<file path="config.mk">
export PLATFORM = sky130hd
export DESIGN_NAME = fir4_stream
export DESIGN_NICKNAME = d
export VERILOG_FILES = /design/src/rtl/fir4_pkg.sv /design/src/rtl/fir4_rst_sync.sv /design/src/rtl/fir4_delay.sv /design/src/rtl/fir4_mac.sv /design/src/rtl/fir4_stream.sv
export SDC_FILE = /design/constraint.sdc
export NUM_CORES = 1
export LEC_CHECK = 0
export BUFFER_PORTS_ARGS = -buffer_cell sky130_fd_sc_hd__buf_2
export CORE_MARGIN = 2
export CORE_UTILIZATION = 39
export CTS_BUF_LIST = sky130_fd_sc_hd__clkbuf_4
export CTS_CLUSTER_DIAMETER = 100
export DETAILED_ROUTE_END_ITERATION = 8
export PLACE_DENSITY = 0.67
export SKIP_CTS_REPAIR_TIMING = 1
export SLEW_MARGIN = 15
export SYNTH_ARGS = -nofsm -noshare
export SYNTH_HDL_FRONTEND = slang
export SYNTH_SLANG_ARGS = --single-unit
</file>
<file path="constraint.sdc">
create_clock -name clk -period 2.7 [get_ports clk]
set_clock_uncertainty 0.2 [all_clocks]
set_input_delay 0.54 -clock clk [delete_from_list [all_inputs] [get_ports clk]]
set_output_delay 0.54 -clock clk [all_outputs]
set_load 0.01 [all_outputs]
</file>
<file path="src/rtl/fir4_pkg.sv">
package fir4_pkg;
  localparam int SMP_W  = 4;
  localparam int NTAP   = 4;
  localparam int COEF_W = SMP_W;
  localparam int ACC_W  = 10;
  localparam int SYNC_STAGES = 2;

  // fixed weights, index 0 = live sample
  function automatic logic [COEF_W-1:0] tap_coef(input int idx);
    logic [COEF_W-1:0] c;
    case (idx)
      0:       c = COEF_W'(1);
      1:       c = COEF_W'(3);
      2:       c = COEF_W'(2);
      default: c = COEF_W'(1);
    endcase
    return c;
  endfunction
endpackage

</file>
<file path="src/rtl/fir4_rst_sync.sv">
module fir4_rst_sync #(
  parameter int STAGES = 2
) (
  input  logic clk,
  input  logic rst_n_a,
  output logic rst_n_s
);
  logic [STAGES-1:0] sync_q;
  logic [STAGES-1:0] sync_d;

  always_comb begin
    sync_d = {sync_q[STAGES-2:0], 1'b1};
  end

  always_ff @(posedge clk or negedge rst_n_a) begin
    if (!rst_n_a) sync_q <= '0;
    else          sync_q <= sync_d;
  end

  assign rst_n_s = sync_q[STAGES-1];
endmodule

</file>
<file path="src/rtl/fir4_delay.sv">
module fir4_delay #(
  parameter int W     = 4,
  parameter int DEPTH = 3
) (
  input  logic                   clk,
  input  logic                   rst_n,
  input  logic [W-1:0]           din,
  input  logic                   vin,
  output logic [DEPTH:0][W-1:0]  taps,
  output logic [DEPTH:0]         tvld
);
  logic [DEPTH-1:0][W-1:0] stg_q, stg_d;
  logic [DEPTH-1:0]        vld_q, vld_d;
  logic                    shift_en;

  assign shift_en = 1'b1;  // line advances every cycle, gaps included

  always_comb begin
    stg_d = stg_q;
    vld_d = vld_q;
    if (shift_en) begin
      stg_d[0] = din;
      vld_d[0] = vin;
      for (int i = 1; i < DEPTH; i++) begin
        stg_d[i] = stg_q[i-1];
        vld_d[i] = vld_q[i-1];
      end
    end
  end

  always_ff @(posedge clk or negedge rst_n) begin
    if (!rst_n) begin
      stg_q <= '0;
      vld_q <= '0;
    end else begin
      stg_q <= stg_d;
      vld_q <= vld_d;
    end
  end

  assign taps = {stg_q, din};
  assign tvld = {vld_q, vin};
endmodule

</file>
<file path="src/rtl/fir4_mac.sv">
module fir4_mac #(
  parameter int W     = 4,
  parameter int NT    = 4,
  parameter int OUT_W = 10
) (
  input  logic [NT-1:0][W-1:0] taps,
  output logic [OUT_W-1:0]     sum
);
  localparam int PW = 2 * W;

  logic [NT-1:0][PW-1:0] prod;

  for (genvar g = 0; g < NT; g++) begin : g_tap
    assign prod[g] = PW'(taps[g]) * PW'(fir4_pkg::tap_coef(g));
  end

  always_comb begin
    sum = '0;
    for (int i = 0; i < NT; i++) begin
      sum = sum + OUT_W'(prod[i]);
    end
  end
endmodule

</file>
<file path="src/rtl/fir4_stream.sv">
module fir4_stream #(
  parameter int SMP_W = fir4_pkg::SMP_W,
  parameter int OUT_W = fir4_pkg::ACC_W
) (
  input  logic             clk,
  input  logic             rst_n,
  input  logic [SMP_W-1:0] smp_in,
  input  logic             smp_vld,
  output logic [OUT_W-1:0] res_out,
  output logic             res_vld
);
  localparam int NT    = fir4_pkg::NTAP;
  localparam int DEPTH = NT - 1;

  logic                      rst_n_s;
  logic [DEPTH:0][SMP_W-1:0] taps;
  logic [DEPTH:0]            tvld;
  logic [OUT_W-1:0]          sum;
  logic [OUT_W-1:0]          out_d, out_q;
  logic                      vld_d, vld_q;
  logic                      out_en;

  fir4_rst_sync #(.STAGES(fir4_pkg::SYNC_STAGES)) u_rsync (
    .clk     (clk),
    .rst_n_a (rst_n),
    .rst_n_s (rst_n_s)
  );

  fir4_delay #(.W(SMP_W), .DEPTH(DEPTH)) u_dly (
    .clk   (clk),
    .rst_n (rst_n_s),
    .din   (smp_in),
    .vin   (smp_vld),
    .taps  (taps),
    .tvld  (tvld)
  );

  fir4_mac #(.W(SMP_W), .NT(NT), .OUT_W(OUT_W)) u_mac (
    .taps (taps),
    .sum  (sum)
  );

  assign out_en = 1'b1;

  always_comb begin
    out_d = out_q;
    vld_d = vld_q;
    if (out_en) begin
      out_d = sum;
      vld_d = &tvld;
    end
  end

  always_ff @(posedge clk or negedge rst_n_s) begin
    if (!rst_n_s) begin
      out_q <= '0;
      vld_q <= 1'b0;
    end else begin
      out_q <= out_d;
      vld_q <= vld_d;
    end
  end

  assign res_out = out_q;
  assign res_vld = vld_q;
endmodule

</file>
==> metrics.yaml, run 1 <==
run_status:
  outcome: "finished, violations left"
  violations: "negative setup slack"
clock_tree:
  cts_tree: "done"
  htree_num_levels: 1
  cts.clk_slew.worst_paths_ns: 0.13
  clkLatencyLatePin_ns: 0.31
  cts_sinks: 25
  clockRootBuffer: "clkbuf_4"
  cts-buffers-inserted: 3
  cts.path.max_buffers: 2
critical_path:
  end_kind: "flop"
  crit_path_frequent_cell: "fa_1"
  cp_cell_sequence: "fa_1, ha_2, fa_1, inv_1, fa_1, inv_2, fa_2, a21o_1, a21oi_2, xnor2_1"
  path_class: "reg -> reg"
  worstPathRequired_ns: 2.75
  startpoint: "u_dly.taps[4]"
  crit-reg2reg-launch: "u_dly.taps[4]"
  crit_fanout: 3
  cp_slowest_cell: "fa_1"
  worstPathArrival_ns: 3.22
  cp-start-kind: "flop"
  max_stage_delay_ns: 0.48
power_and_ir_drop:
  p_sw_w: 0.0003205
  combPwrFrac_pct: 39.8
  power_frac_seq_pct: 43.9
  ir_worst_vdd_uv: 423.5
  power_per_cell_area_nw_per_um2: 766.8
  cellLeakagePower_nw: 0.7125
  netSwitchingFraction_pct: 30.90
  clockPowerShare_pct: 16.3
  p_int_w: 0.0007166
drt:
  post_drt_via_cell_ratio: 4.482
  drt_iter0_drc: 3
  dr_total_vias: 614
  ant_nets: 0
  wire_per_inst_um: 10.61
  drtPass1Iterations: 2
  drc: 0
  routed_wirelength_um: 1453
timing:
  max_freq_mhz: 315.3
  period_share_pct: 117.5
  setup_viol: 5
  max-slew-margin-rel_pct: 41.41
  finalHoldViolCount: 0
  setup_ws_ns: -0.4718
  tns_ns: -1.988
  tightest_slew_ns: 0.8789
  rsz0062_at_grt: "true"
  slew_violations: 0
  layout_min_cycle_time_ns: 3.172
flow_run:
  drv_cap: 0
floorplanning:
  floorplan.die.width_um: 58.27
  die_area_um2: 3395
  rows: 19
  ioPinCount: 18
  die_height_um: 58.27
  initial_core_util_pct: 41.30
  coreArea_um2: 2781
global_route:
  grt-ovfl-total: 0
  antenna_found_initial: 0
  grt_pass1_wl_um: 2622
  grt_pass1_vias: 611
  grt_max_degree: 24
  grt_usage_pct: 10.84
place:
  hpwl_um: 1169
  placed_cells: 131
  place_congestion: 0.7502
  numPortBuffers: 14
logic_synthesis:
  yosysUniqueCellTypes: 15
  syn_inst: 82
  synth_top_area_share_pct: 54.47
  syn_area_um2: 1149
  syn_avg_cell_area_um2: 14.01
  yosysWarnings: 0
  synth_seq_cells: 25
  synth.top_cells.by_area: "dfrtp_1 54%, fa_1 14%, ha_1 13%"
  synth_top_area_cell: "dfrtp_1"
  synth-seq-area-share_pct: 54.47
cells_and_area:
  nets: 134
  area_growth_pct: 17.76
  antenna_cells: 0
  fin_util_pct: 48.63
  drive_gt1_share_pct: 28.30
  instances_no_fill: 137
worst_hold_path:
  min_from: "smp_vld"
  hold_class: "in -> reg"
power groups by stage:
stage          clock network, W  logic (W)  registers, W
2_1_floorplan                 0   0.000257      0.000491
3_3_place_gp                  0   0.000393      0.000464
3_5_place_dp                  0   0.000404      0.000465
4_1_cts                0.000176   0.000406      0.000457
5_1_grt                0.000192   0.000475      0.000464
6_report               0.000169   0.000413      0.000455
critical path, delay by kind of cell (launching register included):
family | cells | cell delay (ns)
adders and majority gates | 5 | 1.95
DFF | 1 | 0.43
AOI/OAI and AO/OA | 2 | 0.32
xor gates and xnor gates | 1 | 0.12
buffers and inverters | 2 | 0.10
state kept, by name (all words and copies together), names as in the netlist:
register / cells
u_dly.taps: 12
res_out: 7
u_dly.vld_q: 3
u_rsync.sync_q: 2
res_vld: 1
metrics by stage:
stage | total power [W] | hold slack (ns) | instance area (µm²) | setup slack [ns]
finish | 0.001037 | 0.1497 | 1353 | -0.4718
global placement | 0.0008578 | 0.1245 | 1301 | -0.7222
CTS | 0.001038 | -0.2171 | 1331 | -0.4812
floorplan | 0.0007484 | 0.04441 | 1177 | -0.5598
detailed placement | 0.0008692 | 0.1265 | 1301 | -0.7497
global route | 0.001132 | 0.1253 | 1353 | -0.6137
worst paths after layout:
check                                  to  slack [ns]  cells after the start
hold reg to reg            u_dly.taps[14]        0.17                      0
setup reg to reg               res_out[5]       -0.47                     10
min in group asynchronous  u_dly.taps[14]        0.17                      0
max in group asynchronous      res_out[1]        1.59                      0
setup / recovery               res_out[5]       -0.47                     10
hold / removal             u_dly.vld_q[0]        0.15                      1
cell usage after synthesis:
cell	number
fa_1	8
xnor2_1	4
a21o_1	4
ha_1	12
a21oi_1	3
a211o_1	1
and4_1	1
o211ai_1	1
xor2_1	1
o21ai_2	1
inv_1	14
nor2_1	2
dfrtp_1	25
buf_4	3
conb_1	2
layer usage:
metal / up-vias / wire length [µm] / global-route usage [%]
met1: 295 / 646 / 13.57
li1: 299 / - / -
met5: - / 0 / 0
met2: 16 / 682 / 16.69
met3: 4 / 76 / 2.009
met4: 0 / 48 / 7.973
cell type report:
type | count | area, µm²
fillers | 263 | 1429
flip-flops and latches | 25 | 625.6
multi-input cells | 42 | 476.7
repair buffers | 21 | 128.9
inverters | 14 | 52.55
well taps | 31 | 38.79
clock buffers | 4 | 30.03
cell usage in the layout (no fill, tap or decap), drive strengths merged, types with 2 or more instances in the layout:
cell type  count
conb           4
inv           14
ha            12
fa             8
a21oi          3
dfrtp         25
clkbuf         4
nor2           2
a21o           4
xnor2          4
buf           20
kinds of logic after synthesis:
logic type / Yosys count / share of synthesized area (%)
buffers and inverters: 17 / 6.536
AOI/OAI and AO/OA: 10 / 6.100
and+or+nand+nor: 3 / 1.417
xor gates and xnor gates: 5 / 3.812
DFF: 25 / 54.47
other: 2 / 0.6538
adders and majority gates: 20 / 27.01
Power figures use the tool's default switching activity.
==> run 2: changes to the inputs <==
--- a/config.mk
+++ b/config.mk
@@ -16,4 +16,5 @@
 export SLEW_MARGIN = 15
 export SYNTH_ARGS = -nofsm -noshare
 export SYNTH_HDL_FRONTEND = slang
+export SYNTH_HIERARCHICAL = 1
 export SYNTH_SLANG_ARGS = --single-unit
==> run 2 against run 1 <==
Net effect:
- cell area grew 15%
- sequential share of layout area down 1.2 points
- highest routed layer unchanged
- flip-flop and latch count up 3
- setup slack worse by 0.12 ns
- the run still ends with negative setup slack left
- critical path depth is 3 higher
- synthesized cell count rose by 16%
- clock power is 61% higher
- die area up 11%
- combinational power grew 7.7%
- critical path type unchanged
- largest power group unchanged
- synthesized area is 12% higher
==> metrics.yaml, run 2 <==
logic_synthesis:
  ys_dominant_reg_cell: "dfrtp_1"  # unchanged
  synth.top_cells.by_area: "dfrtp_1 55%, fa_1 17%, ha_1 9.8%"  # was dfrtp_1 54%, fa_1 14%, ha_1 13%
  synth_edf_count: 0  # unchanged
  synth_top_area_cell: "dfrtp_1"  # unchanged
  syn_area_um2: 1282  # was 1149 µm²
  async_flop_share_pct: 100.0  # unchanged
  synth-seq-area-share_pct: 54.63  # was 54.47%
  synth_seq_cells: 28  # was 25
  syn_avg_cell_area_um2: 13.50  # was 14.01 µm²
  yosysWarnings: 6  # was 0
  syn_inst: 95  # was 82
  yosysUniqueCellTypes: 17  # was 15
  synth_top_area_share_pct: 54.63  # was 54.47%
  synth_most_common_cell: "dfrtp_1"  # unchanged
  synth_common_cells: "28 x dfrtp_1, 24 x inv_1, 11 x fa_1"  # was 25 x dfrtp_1, 14 x inv_1, 12 x ha_1
cells_and_area:
  largest_register_ff_count: 12  # unchanged
  area_growth_pct: 21.17  # was 17.76%
  antenna_cells: 0  # unchanged
  final_area_um2: 1554  # was 1353 µm²
  layout_common_cells: "28 x dfrtp_1, 17 x buf_2, 17 x inv_1"  # was 25 x dfrtp_1, 14 x buf_2, 13 x inv_1
  fillers: 295  # was 263
  seqCellArea_um2: 700.7  # was 625.6 µm²
  drive_gt1_share_pct: 38.66  # was 28.30%
  multiInputGateArea_um2: 496.7  # was 476.7 µm²
  mostFrequentLayoutCell: "dfrtp_1"  # unchanged
  nets: 148  # was 134
critical_path:
  cp-start-kind: "flop"  # unchanged
  worstPathRequired_ns: 2.77  # was 2.75 ns
  end_kind: "flop"  # unchanged
  worstPathArrival_ns: 3.36  # was 3.22 ns
  path_class: "reg -> reg"  # unchanged
  crit_fanout: 3  # unchanged
timing:
  setup_viol: 5  # unchanged
  holdWs_ns: 0.1194  # was 0.1497 ns
  period_share_pct: 121.9  # was 117.5%
  tightest_slew_ns: 0.9937  # was 0.8789 ns
  setup_ws_ns: -0.5926  # was -0.4718 ns
  max_freq_mhz: 303.7  # was 315.3 MHz
  finalHoldViolCount: 0  # unchanged
  rsz0062_at_grt: "true"  # unchanged
  max-slew-margin-rel_pct: 33.75  # was 41.41%
  slew_violations: 0  # unchanged
  layout_min_cycle_time_ns: 3.293  # was 3.172 ns
clock_tree:
  cts-buffers-inserted: 3  # unchanged
  clockRootBuffer: "clkbuf_4"  # unchanged
  cts.clk_slew.worst_paths_ns: 0.15  # was 0.13 ns
  htree_num_levels: 1  # unchanged
  cts.path.max_buffers: 2  # unchanged
  cts_tree: "done"  # unchanged
  cts_sinks: 28  # was 25
  clkLatencyLatePin_ns: 0.33  # was 0.31 ns
power_and_ir_drop:
  ir_worst_vdd_uv: 287.7  # was 423.5 µV
  p_total_w: 0.001219  # was 0.001037 W
  cellLeakagePower_nw: 0.8078  # was 0.7125 nW
  power_per_cell_area_nw_per_um2: 784.2  # was 766.8 nW/µm²
drt:
  drc: 0  # unchanged
  drt_iter0_drc: 3  # unchanged
  wire_per_inst_um: 10.17  # was 10.61 µm
  ant_nets: 0  # unchanged
  routed_wirelength_um: 1658  # was 1453 µm
  drtPass1Iterations: 3  # was 2
  dr_total_vias: 663  # was 614
  post_drt_via_cell_ratio: 4.067  # was 4.482
floorplanning:
  floorplan.die.width_um: 61.35  # was 58.27 µm
  die_height_um: 61.35  # was 58.27 µm
  coreArea_um2: 3103  # was 2781 µm²
  initial_core_util_pct: 41.33  # was 41.30%
  die_area_um2: 3763  # was 3395 µm²
  ioPinCount: 18  # unchanged
  rows: 20  # was 19
global_route:
  antenna_found_initial: 0  # unchanged
  grt_usage_pct: 11.08  # was 10.84%
  grt-ovfl-total: 0  # unchanged
  grt_max_degree: 27  # was 24
  grt_pass1_vias: 664  # was 611
  grt_pass1_wl_um: 2856  # was 2622 µm
run_status:
  violations: "negative setup slack"  # unchanged
  outcome: "finished, violations left"  # unchanged
place:
  dpl_cell_area_um2: 1444  # was 1301 µm²
  place_congestion: 0.7086  # was 0.7502
  preCtsSetupSlack_ns: -0.8335  # was -0.7497 ns
  numPortBuffers: 17  # was 14
  hpwl_um: 1278  # was 1169 µm
flow_run:
  drv_cap: 0  # unchanged
worst_hold_path:
  hold_class: "in -> reg"  # unchanged
[run 2: cell count changes after synthesis, moves of 2 or more]
| cell | delta |
|---|---|
| a21o_1 | -4 |
| buf_4 | +4 |
| inv_1 | +10 |
| a21oi_1 | -2 |
| ha_1 | -2 |
| fa_1 | +3 |
| xnor2_1 | -3 |
| dfrtp_1 | +3 |
[run 2: kinds of logic (layout without fill, tap and decap cells)]
| family | Yosys count | count (layout) | share of synthesized area (%) |
|---|---|---|---|
| AOI/OAI and AO/OA | 4 | 4 | 2.244 |
| xor gates and xnor gates | 3 | 3 | 2.049 |
| adders and majority gates | 21 | 21 | 26.93 |
| buffers and inverters | 31 | 54 | 11.12 |
| DFF | 28 | 28 | 54.63 |
| other | 2 | 3 | 0.5856 |
| and+or+nand+nor | 6 | 6 | 2.439 |
[run 2: path summary, 6_finish.rpt]
| path | startpoint | endpoint | slack, ns | cells after the start |
|---|---|---|---|---|
| min reg2reg | u_rsync/sync_q[0] | u_rsync/sync_q[1] | 0.18 | 0 |
| max in group asynchronous | u_rsync/sync_q[1] | u_dly/taps[8] | 1.49 | 0 |
| min | smp_vld | u_dly/vld_q[0] | 0.12 | 1 |
| max reg2reg | u_dly/taps[5] | res_out[6] | -0.59 | 13 |
| max | u_dly/taps[5] | res_out[6] | -0.59 | 13 |
| min in group asynchronous | u_rsync/sync_q[1] | u_dly/taps[5] | 0.22 | 0 |
[run 2: final cells by class]
type / instances / share of cell area (%)
clock buffers: 3 / 1.449
clock inverters: 1 / 1.932
inverters: 24 / 5.797
multi-input cells: 37 / 31.96
flip-flops and latches: 28 / 45.09
well taps: 44 / 3.543
repair buffers: 26 / 10.23
[run 2: metal layers]
| layer | global-route usage, % | vias up | share of wire, % |
|---|---|---|---|
| met5 | 0 | - | 0 |
| met4 | 9.119 | 0 | 3.8 |
| met3 | 1.891 | 5 | 2.9 |
| met2 | 18.24 | 13 | 53 |
| met1 | 12.59 | 331 | 40 |
| li1 | - | 314 | - |
[run 2: where the power goes]
part,switching [W],internal [W]
sequential,0.0000220,0.000480
combinational,0.000216,0.000228
clock,0.000121,0.000150
total,0.000360,0.000859
[run 2: through the flow]
step	setup TNS [ns]	std cells	util [%]
3_3_place_gp	-3.198	156	46.53
5_1_grt	-2.807	163	50.08
3_5_place_dp	-3.643	156	46.53
2_1_floorplan	-2.640	96	-
4_1_cts	-2.460	160	48.23
6_report	-2.315	163	50.08
[run 2: worst max-delay path, stage by stage, from the launching register on]
cell and delay (ns):
dfrtp_1 0.43, inv_2 0.05, fa_1 0.51, inv_1 0.05, fa_1 0.49, inv_2 0.04, fa_1 0.47, inv_2 0.08
ha_4 0.12, inv_2 0.03, fa_2 0.34, nand2b_4 0.16, a21oi_4 0.12, xor2_1 0.14
==> run 3: changes to the inputs <==
--- a/config.mk
+++ b/config.mk
@@ -5,13 +5,13 @@
 export SDC_FILE = /design/constraint.sdc
 export NUM_CORES = 1
 export LEC_CHECK = 0
-export BUFFER_PORTS_ARGS = -buffer_cell sky130_fd_sc_hd__buf_2
 export CORE_MARGIN = 2
 export CORE_UTILIZATION = 39
 export CTS_BUF_LIST = sky130_fd_sc_hd__clkbuf_4
 export CTS_CLUSTER_DIAMETER = 100
 export DETAILED_ROUTE_END_ITERATION = 8
-export PLACE_DENSITY = 0.67
+export DONT_BUFFER_PORTS = 1
+export PLACE_DENSITY = 0.62
 export SKIP_CTS_REPAIR_TIMING = 1
 export SLEW_MARGIN = 15
 export SYNTH_ARGS = -nofsm -noshare
==> run 3 against run 2 <==
Net effect:
- the flow still finishes with violations (negative setup slack)
- cell area fell by 3.1%
- core utilization shrank 1.6 points
- routed wire length shrank 7.0%
- flip-flop and latch count is the same
- final cell count is 6.7% lower
- sequential power grew 5.6%
- setup slack improved by 0.038 ns
==> metrics.yaml, run 3 (synthesized netlist as in run 2, its figures left out) <==
drt:
  drtPass1Iterations: 3  # unchanged
  routed_wirelength_um: 1542  # was 1658 µm
  drt_iter0_drc: 3  # unchanged
  drc: 0  # unchanged
  dr_total_vias: 621  # was 663
  wire_per_inst_um: 10.14  # was 10.17 µm
  ant_nets: 0  # unchanged
  post_drt_via_cell_ratio: 4.086  # was 4.067
timing:
  slew_violations: 0  # unchanged
  setup_ws_ns: -0.5541  # was -0.5926 ns
  period_share_pct: 120.5  # was 121.9%
  tns_ns: -2.148  # was -2.315 ns
  finalHoldViolCount: 0  # unchanged
  holdWs_ns: 0.03442  # was 0.1194 ns
  max_freq_mhz: 307.3  # was 303.7 MHz
  rsz0062_at_grt: "true"  # unchanged
  layout_min_cycle_time_ns: 3.254  # was 3.293 ns
  setup_viol: 5  # unchanged
floorplanning:
  ioPinCount: 18  # unchanged
  coreArea_um2: 3103  # unchanged
  initial_core_util_pct: 41.33  # unchanged
  rows: 20  # unchanged
  floorplan.die.width_um: 61.35  # unchanged
  die_area_um2: 3763  # unchanged
  die_height_um: 61.35  # unchanged
clock_tree:
  cts_sinks: 28  # unchanged
  cts-buffers-inserted: 3  # unchanged
  clockRootBuffer: "clkbuf_4"  # unchanged
  clkLatencyLatePin_ns: 0.32  # was 0.33 ns
  htree_num_levels: 1  # unchanged
  cts.clk_slew.worst_paths_ns: 0.15  # about the same
  cts.path.max_buffers: 2  # unchanged
  cts_tree: "done"  # unchanged
critical_path:
  crit-reg2reg-launch: "u_dly/taps[5]"  # unchanged
  crit_fanout: 3  # unchanged
  worstPathArrival_ns: 3.31  # was 3.36 ns
  reg2reg_to: "res_out[6]"  # unchanged
  cp-start-kind: "flop"  # unchanged
  end_kind: "flop"  # unchanged
  rrSetupSlack_ns: -0.55  # was -0.59 ns
  path_class: "reg -> reg"  # unchanged
  r2r_cells: 12  # was 13
  worstPathRequired_ns: 2.75  # was 2.77 ns
cells_and_area:
  drive_gt1_share_pct: 23.15  # was 38.66%
  layout_common_cells: "28 x dfrtp_1, 19 x inv_1, 9 x buf_4, 9 x fa_1, 9 x ha_1"  # was 28 x dfrtp_1, 17 x buf_2, 17 x inv_1
  antenna_cells: 0  # unchanged
  largest_register_ff_count: 12  # unchanged
  mostFrequentLayoutCell: "dfrtp_1"  # unchanged
  final_area_um2: 1505  # was 1554 µm²
  nets: 137  # was 148
  area_growth_pct: 17.37  # was 21.17%
flow_run:
  drv_cap: 0  # unchanged
power_and_ir_drop:
  cellLeakagePower_nw: 0.7642  # was 0.8078 nW
  p_total_w: 0.001137  # was 0.001219 W
  ir_worst_vdd_uv: 333.0  # was 287.7 µV
  power_per_cell_area_nw_per_um2: 755.2  # was 784.2 nW/µm²
place:
  hpwl_um: 1202  # was 1278 µm
  numPortBuffers: 0  # was 17
  place_congestion: 0.7118  # was 0.7086
  dpl_cell_area_um2: 1366  # was 1444 µm²
global_route:
  grt_pass1_wl_um: 3001  # was 2856 µm
  grt_usage_pct: 11.10  # was 11.08%
  grt-ovfl-total: 0  # unchanged
  grt_max_degree: 27  # unchanged
  antenna_found_initial: 0  # unchanged
  grt_pass1_vias: 691  # was 664
run_status:
  violations: "negative setup slack"  # unchanged
  outcome: "finished, violations left"  # unchanged
worst_hold_path:
  hold_class: "reg -> async"  # was in -> reg
==> run 3: final cells by class <==
| cell class | instances | area (µm²) |
|---|---|---|
| clock inverters | 1 | 30.03 |
| flip-flops and latches | 28 | 700.7 |
| repair buffers | 15 | 127.6 |
| clock buffers | 3 | 22.52 |
| fillers | 300 | 1598 |
| multi-input cells | 37 | 479.2 |
| well taps | 44 | 55.05 |
| inverters | 24 | 90.09 |
==> run 3: critical path: stages, from the launching register on <==
cell	delay, ns
dfrtp_1	0.43
buf_4	0.15
fa_1	0.39
fa_1	0.51
inv_1	0.05
fa_1	0.46
inv_2	0.08
ha_4	0.12
inv_2	0.03
fa_2	0.33
nand2b_4	0.15
a21oi_2	0.13
xor2_1	0.16
==> run 3: worst max path at each step <==
stage                             start          to  depth (start not counted)
after floorplan               smp_in[2]  res_out[6]                         14
after global placement        smp_in[2]  res_out[6]                         13
after detailed placement      smp_in[2]  res_out[6]                         13
after CTS                 u_dly/taps[5]  res_out[6]                         13
after global routing      u_dly/taps[5]  res_out[6]                         13
final                     u_dly/taps[5]  res_out[6]                         12
==> run 3: report_power, final <==
part	total (W)	internal (W)	leakage [nW]	switching (W)
clock network	0.000271	0.000150	0.0279	0.000121
registers	0.000530	0.000482	0.332	0.0000470
logic	0.000337	0.000179	0.405	0.000158
total	0.00114	0.000811	0.764	0.000326
==> run 3: metrics by stage <==
stage | std cells | setup WS [ns] | utilization [%]
floorplan | 96 | -0.6719 | -
global placement | 140 | -0.6514 | 44.03
detailed placement | 140 | -0.7108 | 44.03
CTS | 144 | -0.6659 | 45.73
global route | 152 | -0.7324 | 48.51
finish | 152 | -0.5541 | 48.51
==> run 3: routing by layer <==
metal,wire length (µm),up-vias,GRT usage [%]
li1,-,290,-
met1,705,317,13.32
met2,757,12,18.84
met3,63,2,3.151
met4,15,0,4.559
met5,0,-,0
